===== config.mk =====
export PLATFORM = sky130hd
export DESIGN_NAME = hbr_window
export DESIGN_NICKNAME = d
export VERILOG_FILES = /design/src/rtl/hbr_pkg.sv /design/src/rtl/hbr_decode.sv /design/src/rtl/hbr_cfg_addr.sv /design/src/rtl/hbr_err_flag.sv /design/src/rtl/hbr_window.sv
export SDC_FILE = /design/constraint.sdc
export NUM_CORES = 1
export LEC_CHECK = 0
export ABC_AREA = 1
export BUFFER_PORTS_ARGS = -buffer_cell sky130_fd_sc_hd__buf_4
export CORE_MARGIN = 3
export CORE_UTILIZATION = 40
export CTS_CLUSTER_DIAMETER = 80
export DETAILED_ROUTE_END_ITERATION = 6
export HOLD_SLACK_MARGIN = 0.15
export PLACE_DENSITY = 0.66
export REMOVE_ABC_BUFFERS = 1
export SYNTH_ARGS = -nofsm -noshare
export SYNTH_HDL_FRONTEND = slang
export SYNTH_SLANG_ARGS = --single-unit

===== constraint.sdc =====
create_clock -name clk -period 5.3 [get_ports clk]
set_input_delay 1.06 -clock clk [delete_from_list [all_inputs] [get_ports clk]]
set_output_delay 1.06 -clock clk [all_outputs]
set_load 0.05 [all_outputs]

===== src/rtl/hbr_pkg.sv =====
package hbr_pkg;
  localparam int BUS_BYTES = 4;
  localparam int BUS_W     = 8 * BUS_BYTES;

  typedef enum logic [2:0] {
    T_IO,
    T_CADDR,
    T_CDATA,
    T_IACK,
    T_NONE
  } tgt_e;

  function automatic logic [BUS_W-1:0] lane_mask(input logic [1:0] sz);
    logic [BUS_W-1:0] m;
    m = '0;
    for (int b = 0; b < BUS_BYTES; b++) begin
      if (b <= int'(sz)) m[8*b +: 8] = 8'hFF;
    end
    return m;
  endfunction
endpackage


===== src/rtl/hbr_decode.sv =====
module hbr_decode
  import hbr_pkg::*;
#(
  parameter int AW = 24,
  parameter logic [AW-1:0] IO_LIMIT  = 24'hC0_0000,
  parameter logic [AW-1:0] CADDR_OFS = 24'hC0_0CF8,
  parameter logic [AW-1:0] CDATA_OFS = 24'hE0_0CFC,
  parameter logic [AW-1:0] IACK_OFS  = 24'hF0_0000
) (
  input  logic [AW-1:0] addr,
  input  logic          write,
  output tgt_e          tgt
);
  always_comb begin
    if (addr < IO_LIMIT)                        tgt = T_IO;
    else if (addr == CADDR_OFS)                 tgt = T_CADDR;
    else if (addr[AW-1:2] == CDATA_OFS[AW-1:2]) tgt = T_CDATA;
    else if ((addr == IACK_OFS) && !write)      tgt = T_IACK;
    else                                        tgt = T_NONE;
  end
endmodule


===== src/rtl/hbr_cfg_addr.sv =====
module hbr_cfg_addr
  import hbr_pkg::*;
(
  input  logic             clk,
  input  logic             rst_n,
  input  logic             wr_en,
  input  logic [1:0]       size,
  input  logic [BUS_W-1:0] wdata,
  output logic [BUS_W-1:0] q
);
  for (genvar b = 0; b < BUS_BYTES; b++) begin : g_lane
    always_ff @(posedge clk or negedge rst_n) begin
      if (!rst_n)                       q[8*b +: 8] <= '0;
      else if (wr_en && (2'(b) <= size)) q[8*b +: 8] <= wdata[8*b +: 8];
    end
  end

  AST_CADDR_HOLD: assert property (@(posedge clk) disable iff (!rst_n)
    !wr_en |=> $stable(q));
endmodule


===== src/rtl/hbr_err_flag.sv =====
module hbr_err_flag (
  input  logic clk,
  input  logic rst_n,
  input  logic set,
  input  logic clr,
  output logic q
);
  always_ff @(posedge clk or negedge rst_n) begin
    if (!rst_n)   q <= 1'b0;
    else if (set) q <= 1'b1;
    else if (clr) q <= 1'b0;
  end

  AST_ERR_STICKY: assert property (@(posedge clk) disable iff (!rst_n)
    (q && !clr) |=> q);
  AST_ERR_SET_WINS: assert property (@(posedge clk) disable iff (!rst_n)
    set |=> q);
endmodule


===== src/rtl/hbr_window.sv =====
module hbr_window
  import hbr_pkg::*;
#(
  parameter int AW    = 24,
  parameter int VEC_W = 8,
  parameter logic [AW-1:0] IO_LIMIT  = 24'hC0_0000,
  parameter logic [AW-1:0] CADDR_OFS = 24'hC0_0CF8,
  parameter logic [AW-1:0] CDATA_OFS = 24'hE0_0CFC,
  parameter logic [AW-1:0] IACK_OFS  = 24'hF0_0000
) (
  input  logic             clk,
  input  logic             rst_n,
  input  logic             req_valid,
  output logic             req_ready,
  input  logic [AW-1:0]    req_addr,
  input  logic             req_write,
  input  logic [1:0]       req_size,
  input  logic [31:0]      req_wdata,
  output logic             rsp_valid,
  input  logic             rsp_ready,
  output logic [31:0]      rsp_rdata,
  output logic             io_valid,
  input  logic             io_ready,
  output logic [AW-1:0]    io_addr,
  output logic             io_write,
  output logic [1:0]       io_size,
  output logic [31:0]      io_wdata,
  input  logic             io_rsp_valid,
  input  logic [31:0]      io_rsp_rdata,
  output logic             cfg_valid,
  input  logic             cfg_ready,
  output logic [31:0]      cfg_reg,
  output logic [1:0]       cfg_ofs,
  output logic             cfg_write,
  output logic [1:0]       cfg_size,
  output logic [31:0]      cfg_wdata,
  input  logic             cfg_rsp_valid,
  input  logic [31:0]      cfg_rsp_rdata,
  output logic             iack_strobe,
  input  logic [VEC_W-1:0] iack_vector,
  input  logic             err_clear,
  output logic             err_flag
);
  typedef enum logic [1:0] {S_IDLE, S_FWD, S_WAIT, S_RESP} st_e;

  st_e              st;
  tgt_e             tgt;
  logic             accept, go_fwd, fwd_io;
  logic [AW-1:0]    l_addr;
  logic             l_write;
  logic [1:0]       l_size;
  logic [BUS_W-1:0] l_wdata, rdata_q, loc_rdata, caddr_q;
  logic             dn_ready, dn_rsp_valid;
  logic [BUS_W-1:0] dn_rdata;

  hbr_decode #(
    .AW(AW), .IO_LIMIT(IO_LIMIT), .CADDR_OFS(CADDR_OFS),
    .CDATA_OFS(CDATA_OFS), .IACK_OFS(IACK_OFS)
  ) u_dec (
    .addr(req_addr), .write(req_write), .tgt(tgt)
  );

  assign accept = req_valid && (st == S_IDLE);

  hbr_cfg_addr u_caddr (
    .clk(clk), .rst_n(rst_n),
    .wr_en(accept && (tgt == T_CADDR) && req_write),
    .size(req_size), .wdata(req_wdata), .q(caddr_q)
  );

  hbr_err_flag u_err (
    .clk(clk), .rst_n(rst_n),
    .set(accept && (tgt == T_NONE)), .clr(err_clear), .q(err_flag)
  );

  assign go_fwd = (tgt == T_IO) || ((tgt == T_CDATA) && caddr_q[31]);

  always_comb begin
    unique case (tgt)
      T_CADDR: loc_rdata = caddr_q;
      T_IACK:  loc_rdata = {{(BUS_W-VEC_W){1'b0}}, iack_vector};
      default: loc_rdata = '1;
    endcase
    if (req_write) loc_rdata = '0;
    else           loc_rdata = loc_rdata & lane_mask(req_size);
  end

  assign dn_ready     = fwd_io ? io_ready     : cfg_ready;
  assign dn_rsp_valid = fwd_io ? io_rsp_valid : cfg_rsp_valid;
  assign dn_rdata     = fwd_io ? io_rsp_rdata : cfg_rsp_rdata;

  always_ff @(posedge clk or negedge rst_n) begin
    if (!rst_n) begin
      st      <= S_IDLE;
      fwd_io  <= 1'b0;
      l_addr  <= '0;
      l_write <= 1'b0;
      l_size  <= '0;
      l_wdata <= '0;
      rdata_q <= '0;
    end else begin
      unique case (st)
        S_IDLE: if (req_valid) begin
          l_addr  <= req_addr;
          l_write <= req_write;
          l_size  <= req_size;
          l_wdata <= req_wdata;
          fwd_io  <= (tgt == T_IO);
          rdata_q <= loc_rdata;
          st      <= go_fwd ? S_FWD : S_RESP;
        end
        S_FWD: if (dn_ready) st <= S_WAIT;
        S_WAIT: if (dn_rsp_valid) begin
          rdata_q <= l_write ? '0 : (dn_rdata & lane_mask(l_size));
          st      <= S_RESP;
        end
        S_RESP: if (rsp_ready) st <= S_IDLE;
        default: st <= S_IDLE;
      endcase
    end
  end

  assign req_ready   = (st == S_IDLE);
  assign rsp_valid   = (st == S_RESP);
  assign rsp_rdata   = rdata_q;
  assign iack_strobe = accept && (tgt == T_IACK);

  assign io_valid  = (st == S_FWD) && fwd_io;
  assign io_addr   = l_addr;
  assign io_write  = l_write;
  assign io_size   = l_size;
  assign io_wdata  = l_wdata;

  assign cfg_valid = (st == S_FWD) && !fwd_io;
  assign cfg_reg   = caddr_q;
  assign cfg_ofs   = l_addr[1:0];
  assign cfg_write = l_write;
  assign cfg_size  = l_size;
  assign cfg_wdata = l_wdata;

  AST_RSP_STABLE: assert property (@(posedge clk) disable iff (!rst_n)
    (rsp_valid && !rsp_ready) |=> (rsp_valid && $stable(rsp_rdata)));
  AST_IO_HOLD: assert property (@(posedge clk) disable iff (!rst_n)
    (io_valid && !io_ready) |=> (io_valid && $stable(io_addr)));
  AST_BUSY_NO_ACCEPT: assert property (@(posedge clk) disable iff (!rst_n)
    rsp_valid |-> !req_ready);
  AST_CFG_ENABLED: assert property (@(posedge clk) disable iff (!rst_n)
    cfg_valid |-> cfg_reg[31]);
  AST_IACK_PULSE: assert property (@(posedge clk) disable iff (!rst_n)
    iack_strobe |=> !iack_strobe);
endmodule


# == After elaboration in Yosys (flattened, before gate mapping) ==
# Index checks and enable logic that the tools add are counted.
# totals
reg_bits,127
in_bits,140
# classes
n_lt_le_gt_ge,11
eq_ne,14
n_mux,39
bitwise,2
reduce_logical,23
# op_table
operator,count
32-bit two-way mux,5
8-bit two-way mux,18
32-bit one-hot mux with 2 select lines,2
32-bit bitwise AND,2
24-bit equality test (second input constant),2
24-bit less-than comparator (second input constant),1
22-bit equality test (second input constant),1
1-bit logical AND,13
2-bit less-or-equal comparator (first input constant),6
3-bit two-way mux,4
2-bit two-way mux,5
1-bit by 2-bit less-or-equal comparator with 1-bit output (first input constant),4
2-bit one-hot mux with 4 select lines,1
3-bit by 2-bit equality test with 1-bit output (second input constant),2
2-bit != test (second input constant),3
2-bit equality test (second input constant),2
1-bit two-way mux,4
4-bit AND reduction,1
2-bit nonzero test,2
3-bit by 1-bit equality test with 1-bit output (second input constant),1
3-bit equality test (second input constant),1
3-bit zero test,1
3-bit AND reduction,1
2-bit by 1-bit equality test with 1-bit output (second input constant),1
5 further kinds,6

# == Depth between registers and ports, before layout ==
# Gate-level depths: netlist (run 1).
# depth
depth_word,12
mapped_depth,11
mapped_depth_nobuf,10

# == Modules after synthesis ==
# Synthesis (run 1) repeated with hierarchy kept, for this count alone.
# hier_totals
cells_unflattened,932
area_unflattened_um2,6784.0
# by_module_without_submodules
module,instances,cells_each,area_each_um2,seq_area_each_um2
hbr_window,1,737,5173.7,2352.3
hbr_cfg_addr,1,140,1331.3,800.8
hbr_decode,1,50,239.0,0.0
hbr_err_flag,1,5,40.0,25.0

# == Least setup slack after synthesis (run 1) ==
# No wires, ideal clock.
# synth_timing
path_kind,input-to-output
startpoint,input port req_addr[19]
endpoint,output port iack_strobe
t_arrival_ns,2.630
slack_ns,1.610
path_stages,5
n_path_buf,0
path_cell_list,nor2_1 -> nand2_1 -> nor2_4 -> nand2_1 -> nor3_1
# synth_via
elab_chain_cells,8
# synth_lines
element,line,source
from (decl),hbr_window.sv:15,"input logic [AW-1:0] req_addr,"
"parallel branches: the longest is 5 deep, another holds 24-bit less-than comparator",-,
3-bit two-way mux (*),hbr_decode.sv:15,if (addr < IO_LIMIT) tgt = T_IO;
3-bit by 2-bit equality test with 1-bit output (*),hbr_window.sv:126,assign iack_strobe = accept && (tgt == T_IACK);
1-bit logical AND (*),hbr_window.sv:126,
to (decl),hbr_window.sv:39,"output logic iack_strobe,"
# Every way passes the cells marked *.

# == Final worst setup path (run 1) ==
# Ends and elaborated chain as after synthesis.

==> results of run 1 <==
## final cells by class
class                      instances  area (sq um)  share of cell area, %
sequential                       127          3180                   33.1
multi-input combinational        587          2720                   28.3
timing repair buffer             309          2320                   24.2
inverter                         123           462                   4.80
clock buffer                      18           439                   4.57
tap                              220           275                   2.86
clock inverter                    14           214                   2.23
## how the worst max path moves through the flow
stage	slack [ps]	to	startpoint	depth (start not counted)
3_5_place_dp	1750	iack_strobe	req_addr[19]	8
4_1_cts	1750	iack_strobe	req_addr[19]	8
5_1_grt	1640	iack_strobe	req_addr[19]	8
6_report	1750	iack_strobe	req_addr[19]	8
3_3_place_gp	1780	iack_strobe	req_addr[19]	8
2_1_floorplan	660	iack_strobe	st[0]$_DFFE_PN0P_	4
## cells in the mapped netlist
cell and instances:
a21boi_0 5, a21boi_1 20, a21oi_1 33, buf_1 1
buf_2 12, buf_4 38, buf_6 2, clkbuf_1 24
dfrtp_1 127, ha_1 4, inv_1 121, inv_2 2
nand2_1 285, nand2_4 3, nand3_1 72, nand3b_1 2
nand4_1 12, nor2_1 76, nor2_2 2, nor2_4 2
nor2_8 1, nor3_1 13, o21a_1 1, o21ai_0 37
o21ai_2 16, o21bai_1 1, o22ai_1 1, or2_1 1
## worst max-delay path, delay by kind of cell
kind                   cells  cell delay (ps)
and+or+nand+nor            5              660
buffers and inverters      3              750
## state kept, by name, summed over array words and instances (netlist names)
| name | cells |
|---|---|
| cfg_size | 2 |
| cfg_write | 1 |
| rsp_rdata | 32 |
| fwd_io | 1 |
| st | 2 |
| cfg_wdata | 32 |
| io_addr | 24 |
| u_err.q | 1 |
| u_caddr.q | 32 |
## routing by layer
metal / part of all wire (%) / track usage [%]
met1: 42 / 28.9
met2: 50 / 40.0
met3: 7.2 / 6.43
met4: 1.2 / 5.60
met5: 0 / 0
## where the power goes
group / switching (uW) / internal [uW] / total, uW
clock network: 456 / 847 / 1300
logic: 2700 / 1110 / 3810
registers: 293 / 1330 / 1630
total: 3450 / 3290 / 6740
## logic make-up after synthesis
logic type,Yosys count
simple gates,469
buf+inv,200
fa+ha+maj,4
flops,127
compound gates,114
## stage by stage
step / instance area [sq um] / instances / worst slack, ps / utilization, %
5_1_grt: 9620 / 1398 / 1640 / 57.8
3_5_place_dp: 8960 / 1366 / 1750 / 53.9
3_3_place_gp: 8960 / 1366 / 1780 / 53.9
2_1_floorplan: 6350 / 837 / 661 / -
4_1_cts: 9620 / 1398 / 1750 / 57.8
6_report: 9620 / 1398 / 1750 / 57.8
==> out/metrics.yaml, run 1 <==
status: "completed"
p_leak_uw: 0.00520
first_iter_violations: 299
critPathMaxStageDelay_ps: 390
crit_arrival_ps: 2490
period_needed_ps: 3550
cap_violations: 0
rsz0062_at_grt: "false"
place_congestion: 0.808
yosys.area_share.xor_xnor_pct: 0
cp_max_fo: 36
cp-end-kind: "primary output"
numCtsBuffers: 17
yosys.area_share.simple_pct: 28.8
layout_commonest_cell: "buf_4"
skew_ps: 9.12
synth_area_sq_um: 6820
r2r_slack_ps: 2590
hold_start: "io_addr[7]$_DFFE_PN0P_"
cts_sinks: 127
slew_viol_final: 0
synth_fa_ha_area_share_pct: 0.734
power_uw: 6740
hold_class: "flip-flop to flip-flop"
cts_setup_buffers: 0
htreeDepth: 4
min_delay_worst_endpoint: "io_addr[7]$_DFFE_PN0P_"
hpwl_mm: 15.3
ys_types: 28
cts.path.max_buffers: 2
yosysTopAreaCellShare_pct: 46.6
holdBufCountCts: 0
synth-compound-area-share_pct: 10.3
synthMuxAreaShare_pct: 0
core_area_sq_um: 16600
cts_resized: 0
num_antenna_cells: 0
seq_area_frac_synth_pct: 46.6
clk_pin_slew_ps: 60
critPathKind: "input port to primary output"
hold_viol: 0
hold_depth: 2
nets: 1309
grt_usage_pct: 23.2
syn_inst: 914
avgSynthCellArea_sq_um: 7.46
yosys-top-cells-area: "dfrtp_1 (47%), nand2_1 (16%), inv_1 (6.7%), nand3_1 (5.3%), buf_4 (4.2%)"
viasPerCell: 4.72
cts_tree: "done"
io_buffer_count: 305
grt_max_degree: 88
synth_top_family_by_area: "simple AND/OR/NAND/NOR gates"
powerDensity_nw_per_um2: 701
yosysTopAreaCell: "dfrtp_1"
num_rows: 47
mostFrequentLayoutCells: "buf_4 (308), nand2_1 (284), dfrtp_1 (126), inv_1 (121), nor2_1 (76)"
finalSetupTns_ps: 0
period_share_pct: 66.9
finalSetupViolations: 0
start_util_pct: 41.0
r2r_start: "fwd_io$_DFFE_PN0P_"
ir_drop_mv: 0.344
die_h_um: 137
crit_path_start_kind: "input port"
grt_pass1_wl_mm: 33.5
die_area_sq_um: 18600
cp_cell_sequence: "buf_4 > nor2_1 > nand2_1 > nor2_4 > buf_4 > nand2_1 > nor3_1 > buf_4"
drive_gt1_share_pct: 31.3
drc: 0
clk_latency_ps: 420
hold_slack_ps: 484
fillers: 1589
grt_pass1_vias: 6375
wl_per_cell_um: 15.5
dieWidth_um: 137
clockRootBuffer: "clkbuf_16"
ant_nets: 0
slowest_stage: "buf_4"
finalWirelength_mm: 21.7
synth_seq_cells: 127
crit_top_cell: "buf_4"
worstMarginPinSlew_ps: 1130
maxSlewHeadroom_pct: 24.4
syn_to_final_growth_pct: 41.1
grt.overflow.total: 0
antenna_found_initial: 0
critPathRequiredTime_ps: 4240
firstDrtPassIters: 5
max_freq_ghz: 0.282
ys_warn_count: 0
io_pins: 306
worstRegToRegCells: 7
routed-via-count: 6598
r2r_end: "rsp_rdata[10]$_DFFE_PN0P_"
No activity file was read; power rests on OpenSTA's default activity.
==> run 2: changes to the inputs <==
clock period = 3.4 ns   (was 5.3 ns; I/O delays follow)
==> run 2 against run 1 <==
Net effect: hold slack got worse by 190 ps; global-route usage increased by 0.38 points; design area increased by 0.22%; sequential share of layout area decreased by 0.073 points; combinational power increased by 56%; worst setup slack got worse by 1100 ps; critical path depth decreased by 3; sequential power increased by 56%; clock skew decreased by 0.68 ps; sequential cell count unchanged; largest cell class unchanged.
==> out/metrics.yaml, run 2 (synthesized netlist as in run 1, its figures left out) <==
regArea_sq_um: 3180  # unchanged
fillers: 1624  # +2.2%
hpwl_mm: 15.9  # +3.6%
multi_input_area_sq_um: 2720  # unchanged
numCtsBuffers: 17  # unchanged
pwr-share-comb_pct: 57.4  # +0.9 points
die_area_sq_um: 18600  # unchanged
pwr-share-seq_pct: 24.5  # +0.3 points
critPathKind: "flip-flop to primary output"
hold_slack_ps: 299  # -185 ps
start_util_pct: 41.0  # unchanged
grt_max_degree: 84  # -4.5%
path_buf_inv: 2  # -1
period_needed_ps: 2730
powerDensity_nw_per_um2: 1080  # +53%
viasPerCell: 4.77  # +1.1%
num_rows: 47  # unchanged
maxSlewHeadroom_pct: 46.8  # +22 points
drt-met1-wl_mm: 8.80  # -3.1%
slowest_stage: "dfrtp_1"
hold_class: "input port to asynchronous set/reset pin"
cts_resized: 0  # unchanged
period_share_pct: 80.4
io_pins: 306  # unchanged
skew_ps: 8.44  # -0.684 ps
routed-via-count: 6706  # +1.6%
place_congestion: 0.798  # -1.3%
status: "completed"
grt_pass1_wl_mm: 34.0  # +1.5%
switchingPower_uw: 5330  # +54%
crit_family: "simple AND/OR/NAND/NOR gates"
die_h_um: 137  # unchanged
cts_sinks: 127  # unchanged
layout_commonest_cell: "buf_4"
wl_met3_mm: 1.56  # -0.70%
core_area_sq_um: 16600  # unchanged
grt.overflow.total: 0  # unchanged
cp-end-kind: "primary output"
holdBufCountCts: 0  # unchanged
power_switching_share_pct: 51.4  # +0.20 points
rsz0062_at_grt: "false"
first_iter_violations: 301  # +0.67%
cts_setup_buffers: 0  # unchanged
drc: 0  # unchanged
nets: 1316  # +0.53%
drive_gt1_share_pct: 31.6  # +0.24 points
met2_wirelength_mm: 11.1  # +2.6%
cts_tree: "done"
wl_per_cell_um: 15.6  # +0.49%
slew_viol_final: 0  # unchanged
finalSetupViolations: 0  # unchanged
antenna_found_initial: 0  # unchanged
post-route-util_pct: 57.9  # +0.13 points
cts.path.max_buffers: 2  # unchanged
htreeDepth: 4  # unchanged
critPathMaxStageDelay_ps: 420  # +30 ps
dr.max_layer_used: "met4"
clkPwrFrac_pct: 18.1  # -1.2 points
clockRootBuffer: "clkbuf_16"
cp_max_fo: 40  # +11%
ant_nets: 0  # unchanged
hold_viol: 0  # unchanged
cap_violations: 0  # unchanged
mostFrequentLayoutCells: "buf_4 (314), nand2_1 (284), dfrtp_1 (126), inv_1 (121), nor2_1 (76)"
io_buffer_count: 305  # unchanged
syn_to_final_growth_pct: 41.4
num_antenna_cells: 0  # unchanged
finalWirelength_mm: 21.9  # +1.0%
max_freq_ghz: 0.366
p_leak_uw: 0.00522  # +0.27%
critPathRequiredTime_ps: 2720  # -1520 ps
cp_cell_sequence: "inv_1 > ha_1 > nand2_4 > nor3_1 > buf_4"
clk_latency_ps: 410  # about the same
firstDrtPassIters: 5  # unchanged
grt_usage_pct: 23.6  # +0.38 points
ir_drop_mv: 0.644  # +87%
p_int_uw: 5030  # +53%
grt_pass1_vias: 6538  # +2.6%
dieWidth_um: 137  # unchanged
crit_arrival_ps: 2050  # -440 ps
crit_path_start_kind: "flip-flop"
clk_pin_slew_ps: 60  # about the same
worstMarginPinSlew_ps: 798  # -333 ps
run 2: through the flow:
stage	area, sq um	cells	TNS (ps)	worst slack [ps]	power, uW
floorplan	6350	837	-14560	-859	6570
global placement	9030	1373	0	828	8490
detailed placement	9030	1373	0	785	8550
CTS	9640	1405	0	621	10500
global route	9640	1405	0	513	11000
finish	9640	1405	0	668	10400
run 2: worst reg2reg max path: stages, from the launching register on:
cell      delay (ps)
dfrtp_2          870
inv_2            500
nand2_1          150
nand3_1          100
nand3b_1         120
buf_4            350
nand2_1          120
a21boi_1         140
run 2: worst paths after layout:
kind,start,end,slack [ps],cells after the start
setup / recovery,st[0]$_DFFE_PN0P_,iack_strobe,670,5
max in group asynchronous,rst_n,io_addr[8]$_DFFE_PN0P_,2320,2
hold reg to reg,io_addr[23]$_DFFE_PN0P_,io_addr[23]$_DFFE_PN0P_,480,2
hold / removal,rst_n,cfg_wdata[22]$_DFFE_PN0P_,300,1
min in group clk,err_clear,u_err.q$_DFFE_PN0P_,470,2
setup reg to reg,fwd_io$_DFFE_PN0P_,rsp_rdata[30]$_DFFE_PN0P_,930,7
run 2: metal layers:
layer  track usage, %  vias to the layer above
met5                0                        -
met4             7.61                        0
met3             6.76                       33
met2             40.7                      220
met1             28.3                     3138
li1                 -                     3315
run 2: layout make-up:
cell class                      count  share of cell area, %
Tap cell                          220                   2.86
Multi-Input combinational cell    587                   28.3
Clock inverter                     10                   1.40
Clock buffer                       22                   4.92
Sequential cell                   127                   33.0
Timing Repair Buffer              316                   24.8
Inverter                          123                   4.79
run 2: power by group through the flow:
stage / sequential (uW) / clock [uW] / combinational (uW)
3_5_place_dp: 2550 / 0 / 6010
6_report: 2540 / 1870 / 5950
4_1_cts: 2540 / 1910 / 6010
3_3_place_gp: 2540 / 0 / 5950
5_1_grt: 2620 / 1970 / 6370
2_1_floorplan: 5000 / 0 / 1570
==> run 3: changes to the inputs <==
PLACE_DENSITY = 0.68   (was 0.66)
clock period = 2.5 ns   (was 3.4 ns; I/O delays follow)
==> run 3 against run 2 <==
Net effect: clock power up 39%; routed wire length down 0.39%; clock skew down 2.1 ps; critical path depth unchanged; largest cell class unchanged; first-iteration DRC count up 7.0%.
==> out/metrics.yaml, run 3 (synthesized netlist as in run 1, its figures left out) <==
status: "completed"
powerDensity_nw_per_um2: 1460  # +36%
period_needed_ps: 2230
clk_latency_ps: 420  # about the same
maxSlewHeadroom_pct: 53.6  # +6.8 points
start_util_pct: 41.0  # unchanged
finalWirelength_mm: 21.8  # -0.39%
wl_per_cell_um: 15.5  # -0.88%
grt.overflow.total: 0  # unchanged
dieWidth_um: 137  # unchanged
place_inst: 1381  # +0.58%
drive_gt1_share_pct: 31.8  # +0.23 points
cp_cell_sequence: "inv_1 > ha_1 > nand2_4 > nor3_1 > buf_4"
place_congestion: 0.834  # +4.5%
critPathMaxStageDelay_ps: 400  # -20 ps
crit_family: "flip-flops"
hold_viol: 0  # unchanged
nets: 1325  # +0.68%
ir_drop_mv: 0.791  # +23%
period_share_pct: 89.2
rsz0062_at_grt: "false"
drc: 0  # unchanged
die_h_um: 137  # unchanged
cp-end-kind: "primary output"
htreeDepth: 4  # unchanged
r2r_start: "st[0]$_DFFE_PN0P_"
grt_pass1_wl_mm: 33.8  # -0.55%
critPathKind: "flip-flop to primary output"
layout_commonest_cell: "buf_4"
first_iter_violations: 322  # +7.0%
place_area_sq_um: 9110  # +0.93%
cts_sinks: 127  # unchanged
firstDrtPassIters: 5  # unchanged
startpoint: "st[1]$_DFFE_PN0P_"
routed-via-count: 6713  # +0.10%
hpwl_mm: 16.2  # +1.7%
antenna_found_initial: 0  # unchanged
cap_violations: 0  # unchanged
crit_path_start_kind: "flip-flop"
holdBufCountCts: 1  # +1
grt_usage_pct: 23.4  # -0.21 points
hold_class: "input port to flip-flop"
cp_max_fo: 5  # -88%
crit_arrival_ps: 1730  # -320 ps
core_area_sq_um: 16600  # unchanged
worstMarginPinSlew_ps: 695  # -103 ps
syn_to_final_growth_pct: 42.8
final_cells: 1412  # +0.50%
numCtsBuffers: 17  # unchanged
final_area_sq_um: 9730  # +0.99%
cts_tree: "done"
skew_ps: 6.34  # -2.09 ps
io_buffer_count: 305  # unchanged
slew_viol_final: 0  # unchanged
num_antenna_cells: 0  # unchanged
mostFrequentLayoutCells: "buf_4 (320), nand2_1 (284), dfrtp_1 (127), inv_1 (121), nor2_1 (76)"
cts_setup_buffers: 0  # unchanged
io_pins: 306  # unchanged
finalSetupViolations: 0  # unchanged
grt_max_degree: 65  # -23%
path_buf_inv: 2  # unchanged
die_area_sq_um: 18600  # unchanged
critPathRequiredTime_ps: 2000  # -720 ps
num_rows: 47  # unchanged
cts.path.max_buffers: 2  # unchanged
cts_resized: 0  # unchanged
clockRootBuffer: "clkbuf_16"
max_freq_ghz: 0.448
clk_pin_slew_ps: 60  # about the same
hold_start: "err_clear"
p_leak_uw: 0.00527  # +1.0%
viasPerCell: 4.75  # -0.39%
slowest_stage: "dfrtp_1"
grt_pass1_vias: 6481  # -0.87%
ant_nets: 0  # unchanged
[run 3: per-stage QoR]
stage / TNS [ps] / hold slack (ps) / worst slack [ps] / power, uW / utilization, %
final: 0 / 279 / 270 / 14200 / 58.5
after floorplan: -85460 / 204 / -1580 / 8940 / -
after global routing: 0 / 264 / 112 / 15100 / 58.5
after detailed placement: 0 / 466 / 411 / 11700 / 54.7
after global placement: 0 / 466 / 430 / 11600 / 54.7
after CTS: 0 / 255 / 226 / 14400 / 58.5
[run 3: area by class of cell]
class,count,area (sq um)
Tap cell,220,275
Sequential cell,127,3180
Multi-Input combinational cell,587,2720
Timing Repair Buffer,325,2480
Clock buffer,20,447
Fill cell,1574,6910
Inverter,123,462
Clock inverter,10,164
[run 3: power breakdown]
group | leakage, uW | switching [uW] | total [uW] | internal (uW)
logic | 0.00342 | 5840 | 8280 | 2440
clock network | 0.000284 | 906 | 2590 | 1680
registers | 0.00157 | 521 | 3350 | 2830
[run 3: path summary, 6_finish.rpt]
path / endpoint / slack [ps] / cells past startpoint
setup / recovery: iack_strobe / 270 / 5
hold / removal: u_err.q$_DFFE_PN0P_ / 280 / 2
setup reg to reg: rsp_rdata[30]$_DFFE_PN0P_ / 510 / 8
hold reg to reg: io_addr[4]$_DFFE_PN0P_ / 480 / 2
max in group asynchronous: io_addr[11]$_DFFE_PN0P_ / 1310 / 3
min in group asynchronous: cfg_wdata[17]$_DFFE_PN0P_ / 580 / 2
[run 3: layer usage]
layer / wire, um / GRT usage [%]
met1: 8880 / 28.7
met2: 10600 / 39.0
met3: 1790 / 6.76
met4: 575 / 8.79
met5: 0 / 0
